==> src/rtl/card_detect_debounce.sv <==
module card_detect_debounce #(
  parameter int INS_PER  = 384,
  parameter int REM_PER  = 128,
  parameter int STABLE_N = 3
) (
  input  logic clk,
  input  logic rst_n,
  input  logic en_i,
  input  logic cd_pin_i,
  input  logic pol_i,
  input  logic irq_en_i,
  input  logic auto_deact_i,
  input  logic ins_clr_i,
  input  logic rem_clr_i,
  output logic pin_sts_o,
  output logic ins_flag_o,
  output logic rem_flag_o,
  output logic cd_flag_o,
  output logic cd_irq_o,
  output logic deact_req_o
);
  localparam int PMAX = (INS_PER > REM_PER) ? INS_PER : REM_PER;
  localparam int PW   = (PMAX > 1) ? $clog2(PMAX) : 1;
  localparam int MW   = $clog2(STABLE_N + 1);

  logic [1:0]    sync_q;
  logic          pol_q;
  logic          present_q;
  logic [PW-1:0] pre_q;
  logic [MW-1:0] match_q;
  logic          ins_q, rem_q, deact_q;

  logic          pin_s, present_raw, differ, tick, flip;
  logic [PW-1:0] per_last;

  assign pin_s       = sync_q[1];
  assign present_raw = pol_q ? pin_s : ~pin_s;
  assign differ      = present_raw ^ present_q;
  assign per_last    = present_q ? PW'(REM_PER - 1) : PW'(INS_PER - 1);
  assign tick        = en_i && (pre_q == per_last);
  assign flip        = tick && differ && (match_q == MW'(STABLE_N - 1));

  always_ff @(posedge clk or negedge rst_n) begin
    if (!rst_n) sync_q <= 2'b00;
    else        sync_q <= {sync_q[0], cd_pin_i};
  end

  always_ff @(posedge clk or negedge rst_n) begin
    if (!rst_n)     pol_q <= 1'b0;
    else if (!en_i) pol_q <= pol_i;
  end

  always_ff @(posedge clk or negedge rst_n) begin
    if (!rst_n) begin
      pre_q     <= '0;
      match_q   <= '0;
      present_q <= 1'b0;
    end else if (!en_i) begin
      pre_q     <= '0;
      match_q   <= '0;
      present_q <= 1'b0;
    end else if (flip) begin
      pre_q     <= '0;
      match_q   <= '0;
      present_q <= ~present_q;
    end else if (tick) begin
      pre_q     <= '0;
      match_q   <= differ ? match_q + MW'(1) : '0;
    end else begin
      pre_q     <= pre_q + PW'(1);
    end
  end

  always_ff @(posedge clk or negedge rst_n) begin
    if (!rst_n) begin
      ins_q   <= 1'b0;
      rem_q   <= 1'b0;
      deact_q <= 1'b0;
    end else begin
      ins_q   <= (flip && !present_q) || (ins_q && !ins_clr_i);
      rem_q   <= (flip &&  present_q) || (rem_q && !rem_clr_i);
      deact_q <= flip && present_q && auto_deact_i;
    end
  end

  assign pin_sts_o   = pin_s;
  assign ins_flag_o  = ins_q;
  assign rem_flag_o  = rem_q;
  assign cd_flag_o   = ins_q | rem_q;
  assign cd_irq_o    = cd_flag_o & irq_en_i;
  assign deact_req_o = deact_q;

  p_ins_from_state_r3: assert property (@(posedge clk) disable iff (!rst_n)
    $rose(ins_flag_o) |-> present_q && !$past(present_q));
  p_rem_from_state_r4: assert property (@(posedge clk) disable iff (!rst_n)
    $rose(rem_flag_o) |-> !present_q && $past(present_q));
  p_match_bound_r5: assert property (@(posedge clk) disable iff (!rst_n)
    match_q < MW'(STABLE_N));
  p_pol_hold_r7: assert property (@(posedge clk) disable iff (!rst_n)
    en_i && $past(en_i) |-> $stable(pol_q));
  p_idle_absent_r8: assert property (@(posedge clk) disable iff (!rst_n)
    !en_i |=> !present_q);
  p_sticky_ins_r9: assert property (@(posedge clk) disable iff (!rst_n)
    ins_flag_o && !ins_clr_i |=> ins_flag_o);
  p_sticky_rem_r9: assert property (@(posedge clk) disable iff (!rst_n)
    rem_flag_o && !rem_clr_i |=> rem_flag_o);
  p_deact_pulse_r11: assert property (@(posedge clk) disable iff (!rst_n)
    deact_req_o |=> !deact_req_o);
  p_deact_with_rem_r11: assert property (@(posedge clk) disable iff (!rst_n)
    deact_req_o |-> rem_flag_o && !present_q && $past(present_q));
endmodule

==> config.mk <==
export PLATFORM = sky130hd
export DESIGN_NAME = card_detect_debounce
export DESIGN_NICKNAME = d
export VERILOG_FILES = /design/src/rtl/card_detect_debounce.sv
export SDC_FILE = /design/constraint.sdc
export NUM_CORES = 1
export LEC_CHECK = 0
export ABC_CLOCK_PERIOD_IN_PS = 1860
export BUFFER_PORTS_ARGS = -buffer_cell sky130_fd_sc_hd__buf_4
export CAP_MARGIN = 20
export CORE_MARGIN = 3
export CORE_UTILIZATION = 53
export CTS_CLUSTER_DIAMETER = 120
export DETAILED_ROUTE_END_ITERATION = 8
export PLACE_DENSITY_LB_ADDON = 0.05
export SETUP_SLACK_MARGIN = 0.3
export SLEW_MARGIN = 10
export SYNTH_ARGS = -nofsm -noshare
export SYNTH_HDL_FRONTEND = slang
export SYNTH_SLANG_ARGS = --single-unit
==> constraint.sdc <==
create_clock -name clk -period 1.86 [get_ports clk]
set_input_delay 0.093 -clock clk [delete_from_list [all_inputs] [get_ports clk]]
set_output_delay 0.093 -clock clk [all_outputs]
set_load 0.05 [all_outputs]
==> flow_metrics.env <==
export IMPL_worst_hold_slack_ns=0.02859
export IMPL_ys_types=30
export IMPL_grt_pass1_wl_um=2594
export IMPL_tightest_slew_ns=0.3654
export IMPL_fmax_ghz=0.6896
export IMPL_first_global_vias=596
export IMPL_postCtsSetupRepairBufs=0
export IMPL_start_util_pct=57.87
export IMPL_min_period_over_period_pct=77.97
export IMPL_grtUsageTotal_pct=16.93
export IMPL_crit_fanout=7
export IMPL_cts_path_max_buffers=2
export IMPL_dr_pass1_iters=4
export IMPL_synth_seq_area_share_pct=50.49
export IMPL_synth_edff_count=0
export IMPL_yosysWarningCount=0
export IMPL_cts_max_level=1
export IMPL_core_area_mm2=0.001541
export IMPL_numCtsBuffers=3
export IMPL_maxCapViolCount=0
export IMPL_antenna_found_initial=0
export IMPL_clk_latency_ns=0.29
export IMPL_wire_per_inst_um=14.42
export IMPL_finalSetupViolations=0
export IMPL_required_ns=2.06
export IMPL_maxSlewViolCount=0
export IMPL_arrival_ns=1.65
export IMPL_synthArstFlopShare_pct=100.0
export IMPL_setup_ws_ns=0.4098
export IMPL_drt_iter0_markers=8
export IMPL_period_needed_ns=1.450
export IMPL_gp_congestion=0.6668
export IMPL_dp_hpwl_um=1128
export IMPL_synth_seq_cells=18
export IMPL_final_hold_viol_count=0
export IMPL_nFillCells=122
export IMPL_area_growth_pct=19.35
export IMPL_clock_root_buffer="clkbuf_4"
export IMPL_drc=0
export IMPL_synth_area_top_cells="dfrtp_1 (50%), buf_6 (3.8%), xor2_4 (3.1%), xor2_1 (2.9%), and3_1 (2.8%)"
export IMPL_synth_commonest_cells="dfrtp_1 (18), nand2_1 (6), nor2_1 (5)"
export IMPL_portBuffers=14
export IMPL_synth_cells=75
export IMPL_hold_path_class="in -> reg"
export IMPL_clock_skew_ns=0.001194
export IMPL_netlist_area_um2=892.1
export IMPL_diodes=0
export IMPL_power_density_mw_per_mm2=666.7
export IMPL_dp_slack_ns=0.3285
export IMPL_status="completed"
export IMPL_via_count=598
export IMPL_ioPinCount=15
export IMPL_drive_above_1_share_pct=27.66
export IMPL_startpoint_type="flip-flop"
export IMPL_worstSetupPathType="reg -> reg"
export IMPL_final_util_pct=69.07
export IMPL_final_antenna_net_count=0
export IMPL_cp_end_kind="flip-flop"
export IMPL_synth_flop_cell="dfrtp_1"
export IMPL_vdd_ir_drop_worst_mv=0.5927
export IMPL_die_w_um=47.03
export IMPL_synth_top_area_share_pct=50.49
export IMPL_rsz0062_at_grt="false"
export IMPL_p_leak_nw=0.5129
export IMPL_wl_um=1586
export IMPL_num_rows=14
export IMPL_syn_nets=86
export IMPL_cts_sinks=18
export IMPL_cts_tree="built"
export IMPL_num_nets_final=106
export IMPL_clkTransAtPathRegs_ns=0.10
export IMPL_finalSetupTns_ns=0
export IMPL_maxSlewHeadroom_pct=75.64
export IMPL_grt_max_degree=19
export IMPL_avgSynthCellArea_um2=11.89
export IMPL_dpl_instance_area_um2=987.2
export IMPL_vias_per_cell=5.436
export IMPL_dieHeight_um=47.03
export IMPL_yosys_area_top_type="dfrtp_1"
export IMPL_grt_remaining_overflow=0
export IMPL_synth_most_common_cell="dfrtp_1"
export IMPL_fin_area_mm2=0.001065
export IMPL_dieArea_mm2=0.002211
## registers in the layout, indices dropped and copies added, names as in the netlist
register / flops
deact_req_o: 1
ins_flag_o: 1
match_q: 2
pol_q: 1
pre_q: 9
present_q: 1
rem_flag_o: 1
sync_q: 2
## cells by family (layout without fill, tap and decap cells)
group,count (synthesis),after routing,share of synthesized area [%]
AND/OR/NAND/NOR,30,30,20.76
flip-flops,18,18,50.49
AO/OA/AOI/OAI,10,10,8.696
XOR/XNOR,7,7,10.52
buffers and inverters,7,26,5.469
adder cells (fa/ha/maj),2,2,2.805
multiplexers,1,1,1.262
## layer usage
layer  up-vias  share of wire (%)  track usage [%]
li1        297                  -                -
met1       284                 43            20.82
met2        15                 50            29.00
met5         -                  0                0
met4         0                1.0            8.287
met3         2                5.3            2.299
## cell usage in the layout (no fill, tap or decap), drive strengths merged, types with 2 or more instances in the layout
cell type / Yosys / routed
clkbuf: 0 / 4
o21a: 2 / 2
nand3: 5 / 5
buf: 3 / 14
o31ai: 2 / 2
xor2: 4 / 4
ha: 2 / 2
nand2: 6 / 6
inv: 4 / 4
dlygate4sd3: 0 / 4
xnor2: 2 / 2
and2: 3 / 3
dfrtp: 18 / 18
nor2: 5 / 5
and3: 4 / 4
## power breakdown
| group | total, W | internal, W | switching [W] | leakage (nW) |
|---|---|---|---|---|
| Sequential | 0.000408 | 0.000401 | 0.00000734 | 0.242 |
| Combinational | 0.0000593 | 0.0000322 | 0.0000271 | 0.250 |
| Clock | 0.000243 | 0.000119 | 0.000123 | 0.0210 |
| Total | 0.000710 | 0.000552 | 0.000158 | 0.513 |
## path summary, 6_finish.rpt
| check | startpoint | end | slack, ns | cells after the start |
|---|---|---|---|---|
| setup / recovery | pre_q[0] | present_q | 0.41 | 5 |
| hold / removal | pol_i | pol_q | 0.03 | 2 |
| setup reg to reg | pre_q[0] | present_q | 0.41 | 5 |
| hold reg to reg | sync_q[0] | sync_q[1] | 0.37 | 0 |
| max in group asynchronous | rst_n | pre_q[0] | 1.47 | 2 |
| min in group asynchronous | rst_n | pre_q[7] | 0.20 | 2 |
## area by class of cell
cell class / count / area, µm² / area share, %
clock buffers: 4 / 36.28 / 3.408
inverters: 4 / 15.01 / 1.410
multi-input cells: 50 / 397.9 / 37.37
flip-flops and latches: 18 / 450.4 / 42.30
well taps: 16 / 20.02 / 1.880
repair buffers: 18 / 145.1 / 13.63
## timing repair
| item | 4_1_cts | 5_1_grt |
|---|---|---|
| hold buffers | 4 | 0 |
| hold endpoints to repair | 21 | 0 |
| resized for setup | 0 | 1 |
| setup endpoints to repair | 0 | 12 |
## worst max-delay path: stages, from the launching register on
cell     delay [ns]
dfrtp_1        0.40
ha_1           0.19
and3_2         0.30
nand4_4        0.13
o21a_1         0.18
o21a_1         0.16
## per-stage QoR
step / instances / power, W
5_1_grt: 110 / 0.0007401
2_1_floorplan: 75 / 0.0004417
4_1_cts: 110 / 0.0007168
3_5_place_dp: 102 / 0.0004688
6_report: 110 / 0.0007098
3_3_place_gp: 102 / 0.0004668
Power figures use the tool's default switching activity.
